$ cat config.mk
export PLATFORM = sky130hd
export DESIGN_NAME = dsm_spread_ctrl
export DESIGN_NICKNAME = d
export VERILOG_FILES = /design/src/rtl/dsm_pkg.sv /design/src/rtl/dsm_prescaler.sv /design/src/rtl/dsm_profile.sv /design/src/rtl/dsm_depth_scale.sv /design/src/rtl/dsm_spread_ctrl.sv
export SDC_FILE = /design/constraint.sdc
export NUM_CORES = 1
export LEC_CHECK = 0
export ABC_AREA = 1
export BUFFER_PORTS_ARGS = -buffer_cell sky130_fd_sc_hd__buf_4
export CELL_PAD_IN_SITES_DETAIL_PLACEMENT = 0
export CELL_PAD_IN_SITES_GLOBAL_PLACEMENT = 1
export CORE_MARGIN = 2
export CORE_UTILIZATION = 45
export DETAILED_ROUTE_END_ITERATION = 8
export PLACE_DENSITY_LB_ADDON = 0.1
export SLEW_MARGIN = 20
export SYNTH_ARGS = -nofsm -noshare
export SYNTH_HDL_FRONTEND = slang
export SYNTH_SLANG_ARGS = --single-unit
$ cat constraint.sdc
create_clock -name clk -period 6.7 [get_ports clk]
set_input_delay 1.005 -clock clk [delete_from_list [all_inputs] [get_ports clk]]
set_output_delay 1.005 -clock clk [all_outputs]
set_load 0.1 [all_outputs]
$ cat src/rtl/dsm_pkg.sv
package dsm_pkg;
  // Slope indicator driven on the phase port
  typedef enum logic [1:0] {
    PH_ZERO = 2'b00,
    PH_FALL = 2'b01,
    PH_RISE = 2'b10
  } dsm_phase_e;
endpackage

$ cat src/rtl/dsm_prescaler.sv
module dsm_prescaler #(
  parameter int PRESCALE = 14
) (
  input  logic clk,
  input  logic rst_n,
  input  logic tick,
  input  logic clear,
  output logic step_en
);
  localparam int CNT_W = (PRESCALE > 2) ? $clog2(PRESCALE) : 1;
  localparam logic [CNT_W-1:0] LAST = CNT_W'(PRESCALE - 1);

  logic [CNT_W-1:0] cnt_q, cnt_d;

  always_comb begin
    cnt_d = cnt_q;
    if (clear) begin
      cnt_d = '0;
    end else if (tick) begin
      cnt_d = (cnt_q == LAST) ? '0 : cnt_q + 1'b1;
    end
  end

  always_ff @(posedge clk or negedge rst_n) begin
    if (!rst_n) cnt_q <= '0;
    else        cnt_q <= cnt_d;
  end

  assign step_en = tick & ~clear & (cnt_q == LAST);

  p_cnt_range_r3: assert property (@(posedge clk) disable iff (!rst_n)
    cnt_q <= LAST);
  p_tick_gate_r3: assert property (@(posedge clk) disable iff (!rst_n)
    !tick |=> $stable(cnt_q) || cnt_q == '0);
endmodule

$ cat src/rtl/dsm_profile.sv
module dsm_profile
  import dsm_pkg::*;
#(
  parameter int STEP_LG = 4
) (
  input  logic             clk,
  input  logic             rst_n,
  input  logic             step_en,
  input  logic             spread_on,
  output logic [STEP_LG:0] pos,
  output dsm_phase_e       phase,
  output logic             at_zero
);
  localparam logic [STEP_LG:0] PEAK = (STEP_LG+1)'(1) << STEP_LG;
  localparam logic [STEP_LG:0] ONE  = (STEP_LG+1)'(1);

  dsm_phase_e       state_q, state_d;
  logic [STEP_LG:0] pos_q, pos_d;

  always_comb begin
    state_d = state_q;
    pos_d   = pos_q;
    if (step_en) begin
      unique case (state_q)
        PH_ZERO: begin
          if (spread_on) begin
            state_d = PH_FALL;
            pos_d   = pos_q + 1'b1;
          end
        end
        PH_FALL: begin
          if (spread_on) begin
            if (pos_q == PEAK) begin
              state_d = PH_RISE;
              pos_d   = pos_q - 1'b1;
            end else begin
              pos_d   = pos_q + 1'b1;
            end
          end else begin
            // Release mid-slope: turn around at once
            pos_d   = pos_q - 1'b1;
            state_d = (pos_q == ONE) ? PH_ZERO : PH_RISE;
          end
        end
        PH_RISE: begin
          pos_d   = pos_q - 1'b1;
          state_d = (pos_q == ONE) ? PH_ZERO : PH_RISE;
        end
        default: begin
          state_d = PH_ZERO;
          pos_d   = '0;
        end
      endcase
    end
  end

  always_ff @(posedge clk or negedge rst_n) begin
    if (!rst_n) begin
      state_q <= PH_ZERO;
      pos_q   <= '0;
    end else begin
      state_q <= state_d;
      pos_q   <= pos_d;
    end
  end

  assign pos     = pos_q;
  assign phase   = state_q;
  assign at_zero = (state_q == PH_ZERO);

  p_pos_bound_r4: assert property (@(posedge clk) disable iff (!rst_n)
    pos_q <= PEAK);
  p_zero_pos_r4: assert property (@(posedge clk) disable iff (!rst_n)
    (state_q == PH_ZERO) |-> (pos_q == '0));
  p_hold_r3: assert property (@(posedge clk) disable iff (!rst_n)
    !step_en |=> $stable(pos_q) && $stable(state_q));
  p_unit_move_r6: assert property (@(posedge clk) disable iff (!rst_n)
    (step_en && (spread_on || state_q != PH_ZERO)) |=>
      (pos_q == $past(pos_q) + 1'b1) || (pos_q == $past(pos_q) - 1'b1));
  p_release_turn_r7: assert property (@(posedge clk) disable iff (!rst_n)
    (step_en && !spread_on && state_q != PH_ZERO) |=> pos_q < $past(pos_q));
  p_phase_code_r10: assert property (@(posedge clk) disable iff (!rst_n)
    $onehot0(state_q));
endmodule

$ cat src/rtl/dsm_depth_scale.sv
module dsm_depth_scale #(
  parameter int DEPTH_W   = 8,
  parameter int STEP_LG   = 4,
  parameter int MAX_DEPTH = 150,
  parameter int RST_DEPTH = 150
) (
  input  logic                      clk,
  input  logic                      rst_n,
  input  logic                      wr,
  input  logic [DEPTH_W-1:0]        din,
  input  logic                      at_zero,
  input  logic [STEP_LG:0]          pos,
  output logic signed [DEPTH_W:0]   offset
);
  localparam int PROD_W = STEP_LG + DEPTH_W + 1;
  localparam logic [DEPTH_W-1:0] MAX_D = DEPTH_W'(MAX_DEPTH);
  localparam logic [DEPTH_W-1:0] RST_D = DEPTH_W'(RST_DEPTH);

  logic [DEPTH_W-1:0] pend_q, pend_d;
  logic [DEPTH_W-1:0] act_q, act_d;
  logic [PROD_W-1:0]  prod;
  logic [DEPTH_W-1:0] mag;
  logic               unused_prod_bits;

  always_comb begin
    pend_d = pend_q;
    if (wr) pend_d = (din > MAX_D) ? MAX_D : din;
  end

  always_comb begin
    act_d = act_q;
    if (at_zero) act_d = pend_q;
  end

  always_ff @(posedge clk or negedge rst_n) begin
    if (!rst_n) begin
      pend_q <= RST_D;
      act_q  <= RST_D;
    end else begin
      pend_q <= pend_d;
      act_q  <= act_d;
    end
  end

  assign prod   = PROD_W'(pos) * PROD_W'(act_q);
  assign mag    = prod[STEP_LG +: DEPTH_W];
  assign unused_prod_bits = ^{prod[PROD_W-1], prod[STEP_LG-1:0]};
  assign offset = -$signed({1'b0, mag});

  p_clamp_r8: assert property (@(posedge clk) disable iff (!rst_n)
    pend_q <= MAX_D && act_q <= MAX_D);
  p_depth_freeze_r9: assert property (@(posedge clk) disable iff (!rst_n)
    !at_zero |=> $stable(act_q));
  p_never_positive_r5: assert property (@(posedge clk) disable iff (!rst_n)
    offset <= 0);
  p_within_depth_r5: assert property (@(posedge clk) disable iff (!rst_n)
    offset >= -$signed({1'b0, act_q}));
endmodule

$ cat src/rtl/dsm_spread_ctrl.sv
module dsm_spread_ctrl
  import dsm_pkg::*;
#(
  parameter int PRESCALE    = 14,
  parameter int STEP_LG     = 4,
  parameter int DEPTH_W     = 8,
  parameter int MAX_DEPTH   = 150,
  parameter int SYNC_STAGES = 2
) (
  input  logic                    clk,
  input  logic                    rst_n,
  input  logic                    ref_tick,
  input  logic                    spread_sel_n,
  input  logic                    depth_wr,
  input  logic [DEPTH_W-1:0]      depth_in,
  output logic signed [DEPTH_W:0] div_offset,
  output logic [1:0]              phase
);
  logic [SYNC_STAGES-1:0] sel_sync_q;
  logic                   spread_on;
  logic                   step_en;
  logic                   at_zero;
  logic                   pre_clear;
  logic [STEP_LG:0]       pos;
  dsm_phase_e             phase_e;

  // Synchronizer chain for the asynchronous select pin, parked high (off)
  genvar gi;
  generate
    for (gi = 0; gi < SYNC_STAGES; gi++) begin : g_sync
      if (gi == 0) begin : g_first
        always_ff @(posedge clk or negedge rst_n) begin
          if (!rst_n) sel_sync_q[gi] <= 1'b1;
          else        sel_sync_q[gi] <= spread_sel_n;
        end
      end else begin : g_next
        always_ff @(posedge clk or negedge rst_n) begin
          if (!rst_n) sel_sync_q[gi] <= 1'b1;
          else        sel_sync_q[gi] <= sel_sync_q[gi-1];
        end
      end
    end
  endgenerate

  assign spread_on = ~sel_sync_q[SYNC_STAGES-1];
  // Hold the step phase while parked and released, so a restart is aligned
  assign pre_clear = at_zero & ~spread_on;

  dsm_prescaler #(.PRESCALE(PRESCALE)) u_pre (
    .clk     (clk),
    .rst_n   (rst_n),
    .tick    (ref_tick),
    .clear   (pre_clear),
    .step_en (step_en)
  );

  dsm_profile #(.STEP_LG(STEP_LG)) u_prof (
    .clk       (clk),
    .rst_n     (rst_n),
    .step_en   (step_en),
    .spread_on (spread_on),
    .pos       (pos),
    .phase     (phase_e),
    .at_zero   (at_zero)
  );

  dsm_depth_scale #(
    .DEPTH_W   (DEPTH_W),
    .STEP_LG   (STEP_LG),
    .MAX_DEPTH (MAX_DEPTH),
    .RST_DEPTH (MAX_DEPTH)
  ) u_depth (
    .clk     (clk),
    .rst_n   (rst_n),
    .wr      (depth_wr),
    .din     (depth_in),
    .at_zero (at_zero),
    .pos     (pos),
    .offset  (div_offset)
  );

  assign phase = phase_e;

  p_parked_r2: assert property (@(posedge clk) disable iff (!rst_n)
    (at_zero && !spread_on) |=> (div_offset == '0) && (phase == 2'b00));
  p_zero_at_rest_r4: assert property (@(posedge clk) disable iff (!rst_n)
    (phase == 2'b00) |-> (div_offset == '0));
endmodule

# Word-level counts from Yosys, hierarchy flattened
# Index checks and enable logic that the tools add are counted.
# word_totals
reg_bits	29
in_bits	13
wordCells	41
# classes
n_addsub	4
mul	1
n_lt_le_gt_ge	1
eq_ne	7
muxes	13
bitwise	4
reduce_logical	4
# op_table
operator	n
2-to-1 mux 5 bit	3
one-hot mux 5 bit (3 select lines)	1
multiplier 5 x 8 -> 12 bit	1
2-to-1 mux 4 bit	3
negation 8 -> 9 bit	1
> comparator 8 bit, second input constant	1
2-to-1 mux 2 bit	4
2-to-1 mux 8 bit	1
one-hot mux 2 bit (3 select lines)	1
adder 5 x 1 -> 5 bit, second input constant	1
== test 5 x 1 -> 1 bit, second input constant	1
== test 5 bit, second input constant	1
subtractor 5 x 1 -> 5 bit, second input constant	1
adder 4 x 1 -> 4 bit, second input constant	1
== test 4 bit, second input constant	1
AND 1 bit	3
!= test 3 x 2 -> 1 bit, second input constant	1
AND reduction 3 bit	1
== test 2 x 1 -> 1 bit, second input constant	1
== test 2 bit, second input constant	1
logical NOT 2 bit	1
!= test 2 bit, second input constant	1
AND reduction 2 bit	1
nonzero test 2 bit	1
NOT 1 bit	1

# Depth between registers and ports, before layout
# logic_depth
depth_word	6
ltp_mapped	21

# Cells and area by module
# Synthesis repeated with hierarchy kept, for this count alone.
# unflattened
hier_cells	405
hier_area_um2	2941.6
# by_module_without_submodules
mod	n_inst	cells_each	area_each_um2
dsm_depth_scale	1	280	2057.0
dsm_profile	1	91	586.8
dsm_prescaler	1	29	234.0
dsm_spread_ctrl	1	5	63.8

# Worst setup path after synthesis
# No wires, ideal clock.
# synth_timing
kind	flip-flop to output port
startpoint	register u_prof.pos_q[3], in the netlist u_prof.pos[3]
endpoint	output port div_offset[4]
t_arrival_ns	5.353
slack_ns	0.342
path_stages_with_launch	15
path_cell_list	dfrtp_1 > clkbuf_1 > nand2_1 > fa_1 > fa_1 > inv_1 > fa_1 > ha_1 > inv_1 > nand2_1 > nand2_1 > inv_1 > ha_1 > nand3_2 > xor2_1
# synth_between
elab_chain_cells	2
# synth_lines
element	line_no	text
start: declaration	dsm_profile.sv:18	logic [STEP_LG:0] pos_q, pos_d;
start signal: assignment	dsm_profile.sv:63	pos_q <= pos_d;
multiplier 5 x 8 -> 12 bit	dsm_depth_scale.sv:45	assign prod = PROD_W'(pos) * PROD_W'(act_q);
negation 8 -> 9 bit	dsm_depth_scale.sv:48	assign offset = -$signed({1'b0, mag});
end: declaration	dsm_spread_ctrl.sv:16	output logic signed [DEPTH_W:0] div_offset,
# Every way passes these cells.

# Worst setup path in the final report
# layout_timing
startpoint	register u_prof.pos_q[3], in the netlist u_prof.pos[3]
endpoint	output port div_offset[6]
# Same word-level chain as after synthesis.

==> summary.txt <==
=====================================================================================
Worst Reg-to-Reg Cells                                                              7
Number of stages on the worst hold path                                             0
Clock Latency Late Sink                                                        270 ps
Area of the placeable core                                                  6026 um^2
Post-synthesis share of cell area spent on and, or, nand and nor gates         25.48%
Utilization of the core after routing                                          52.49%
Syn Std Cell Area                                                           2848 um^2
WP data required                                                              5690 ps
Most used flip-flop cell after synthesis                                 sky130_fd_sc_hd__dfrtp_1
Number of max-slew violations in the final report                                   0
Fmax                                                                        185.5 MHz
Placer Congestion                                                              0.7527
Mean number of vias per cell                                                    4.816
Commonest non-fill, non-tap cell in the layout                           sky130_fd_sc_hd__nand2_1
Avg Synthesized Cell Area                                                  7.474 um^2
First-pass GRT wire length                                                    9936 um
Aggregate routed wire length                                                  5407 um
Final-report setup violation count                                                  0
Worst hold path class                                                      reg -> reg
Headroom to the max-slew limit                                                 56.77%
Cell count after synthesis                                                        381
Yosys synthesis warning count                                                       0
Initial drt markers                                                                38
Result of the run                                                        complete, no violations
IO Count                                                                           24
Fill cell count                                                                   631
Share of synthesized flip-flops with an asynchronous set or reset              100.0%
Mux cell area share after synthesis                                            1.186%
Half-perimeter wire length after placement                                    4422 um
Maximum Capacitance Violations                                                      0
DP Worst Slack                                                                1577 ps
Number of hold buffers added after cts                                              0
Global-route total usage across every layer                                    16.85%
Setup skew after layout                                                      6.434 ps
Sequential cell area fraction in the yosys report                              25.92%
Initial antenna violation count                                                     0
Initial core utilization                                                       47.26%
Number of I/O port buffers                                                         23
Number of placement rows                                                           28
DRC violations left                                                                 0
Transition time at the pin with the least slew margin                        647.7 ps
Setup repair after global routing missed its margin                                no
Number of clock buffers inserted by TritonCTS                                       5
Area fraction in compound gates after synthesis                                8.304%
Most frequent cells in the layout                                        sky130_fd_sc_hd__nand2_1 (85), sky130_fd_sc_hd__inv_1 (82), sky130_fd_sc_hd__nand3_1 (27)
Worst Hold End                                                           sel_sync_q[1]$_DFF_PN1_
Clock tree root buffer cell                                              sky130_fd_sc_hd__clkbuf_8
Synthesized-area fraction occupied by adder cells                              21.79%
FF-to-FF End                                                             u_prof.pos[1]$_DFFE_PN0P_
CP Capture Type                                                          primary output
Largest family of logic cells by synthesized area                        simple AND/OR/NAND/NOR gates
Share of post-route cells with drive strength above 1                          15.10%
FF-to-FF setup slack                                                          4620 ps
FF+latch count, synth                                                              29
Antenna violation net count after detailed routing                                  0
Area delta synth->final                                                        11.07%
Pin count of the biggest net entering global routing                               30
Die extent in x                                                              83.55 um
Vias in the first global route                                                   2286
CTS clock-pin slew for the worst setup and hold paths                           60 ps
Post-Route Setup TNS                                                             0 ps
Reg-to-Reg Start                                                         u_prof.pos[1]$_DFFE_PN0P_
Clock sinks                                                                        29
Count of vias placed by the detailed router                                      2307
Final hold vios                                                                     0
Post-CTS Resized                                                                    0
Worst Setup Start Kind                                                       register
H-tree depth reported by CTS                                                        2
Number of unique standard cell types used by synthesis                             35
Number of inserted diodes                                                           0
Hold_sp                                                                  sel_sync_q[0]$_DFF_PN1_
Post-layout worst setup margin                                                1308 ps
Fin crit period                                                               5392 ps
Parity-gate share of the synthesized area counting xor and xnor cells          4.921%
Type of the worst setup path                                               reg -> out
Maximum number of buffers from clock root to sink                                   2
Die height                                                                   83.55 um
Worst endpoint data arrival time                                              4390 ps
Net count after synthesis                                                         434
TritonRoute pass-1 iters                                                            4
Post-CTS setup repair buffer count                                                  0
Post-route clock period utilization                                            80.47%
Die outline area                                                            6981 um^2
WL/cell                                                                      11.29 um
Clock tree from TritonCTS                                                       built
GRT overflow                                                                        0
Number of nets at the end of the flow                                             456
Number of enable flip-flop cells after synthesis                                    0
Highest net fanout along the worst path                                            13
=====================================================================================
==> Yosys cell counts, drive strengths merged (3+ instances only) <==
| cell | instances | area (um^2) |
|---|---|---|
| dfstp | 10 | 262.8 |
| nor2 | 29 | 131.4 |
| inv | 83 | 311.6 |
| ha | 24 | 300.3 |
| a21oi | 15 | 75.07 |
| buf | 5 | 30.02 |
| o22ai | 3 | 18.77 |
| fa | 16 | 320.3 |
| xnor2 | 5 | 43.79 |
| mux2 | 3 | 33.78 |
| xor2 | 11 | 96.34 |
| nand3 | 30 | 165.2 |
| clkbuf | 3 | 11.26 |
| o21ai | 16 | 80.08 |
| dfrtp | 19 | 475.5 |
| nand2 | 94 | 380.4 |
==> cells by family after synthesis <==
logic type | count (synthesis)
fa+ha+maj | 40
xor+xnor | 16
compound gates | 42
buf+inv | 91
mux | 3
simple gates | 160
flops | 29
==> worst max path at each step <==
stage                              start             to  slack [ps]  cells after the start
4_1_cts        u_prof.pos[3]$_DFFE_PN0P_  div_offset[6]        1280                     17
3_3_place_gp   u_prof.pos[3]$_DFFE_PN0P_  div_offset[6]        1640                     17
5_1_grt        u_prof.pos[3]$_DFFE_PN0P_  div_offset[7]        1010                     18
6_report       u_prof.pos[3]$_DFFE_PN0P_  div_offset[6]        1310                     17
3_5_place_dp   u_prof.pos[3]$_DFFE_PN0P_  div_offset[6]        1580                     17
2_1_floorplan  u_prof.pos[3]$_DFFE_PN0P_  div_offset[4]         340                     14
==> per-layer routing <==
| layer | global-route usage, % | up-vias | wire (um) |
|---|---|---|---|
| met4 | 3.959 | 0 | 57 |
| met1 | 20.86 | 1049 | 2507 |
| met3 | 2.077 | 7 | 135 |
| li1 | - | 1219 | - |
| met5 | 0 | - | 0 |
| met2 | 31.16 | 32 | 2707 |
==> stage by stage <==
stage	hold slack (ps)	instance area (um^2)	std cells
floorplan	345.2	2848	381
global placement	346.6	3073	471
detailed placement	348.8	3073	471
CTS	358.2	3163	479
global route	362.0	3163	479
finish	356.8	3163	479
==> sequential cells by signal, summed over array words and instances, names as in the netlist <==
| register | count |
|---|---|
| u_prof.pos | 5 |
| u_prof.phase | 2 |
| u_depth.pend_q | 8 |
| u_pre.cnt_q | 4 |
| sel_sync_q | 2 |
| u_depth.act_q | 8 |
==> worst max-delay path, stage by stage (launching register included) <==
cell and delay (ps):
sky130_fd_sc_hd__dfrtp_1 630, sky130_fd_sc_hd__nand2_1 140, sky130_fd_sc_hd__fa_1 510, sky130_fd_sc_hd__fa_1 540
sky130_fd_sc_hd__inv_1 50, sky130_fd_sc_hd__fa_1 470, sky130_fd_sc_hd__ha_1 370, sky130_fd_sc_hd__a21oi_1 250
sky130_fd_sc_hd__nand2_1 90, sky130_fd_sc_hd__nand2_1 60, sky130_fd_sc_hd__nand2_1 70, sky130_fd_sc_hd__inv_1 60
sky130_fd_sc_hd__ha_1 190, sky130_fd_sc_hd__nand3_2 110, sky130_fd_sc_hd__nor2_2 140, sky130_fd_sc_hd__nand3_1 90
sky130_fd_sc_hd__nand2_1 70, sky130_fd_sc_hd__buf_4 280
==> area by class of cell <==
cell class                 count  area [um^2]  area share (%)
clock buffer                   8        90.09           2.848
inverter                      83        311.5           9.850
multi-input combinational    261         1757           55.54
sequential                    29        738.2           23.34
tap                           75        93.84           2.967
timing repair buffer          23        172.7           5.459
Power is not shown: default switching activity piles up to over one toggle a cycle in this logic, so the estimate is an artifact.
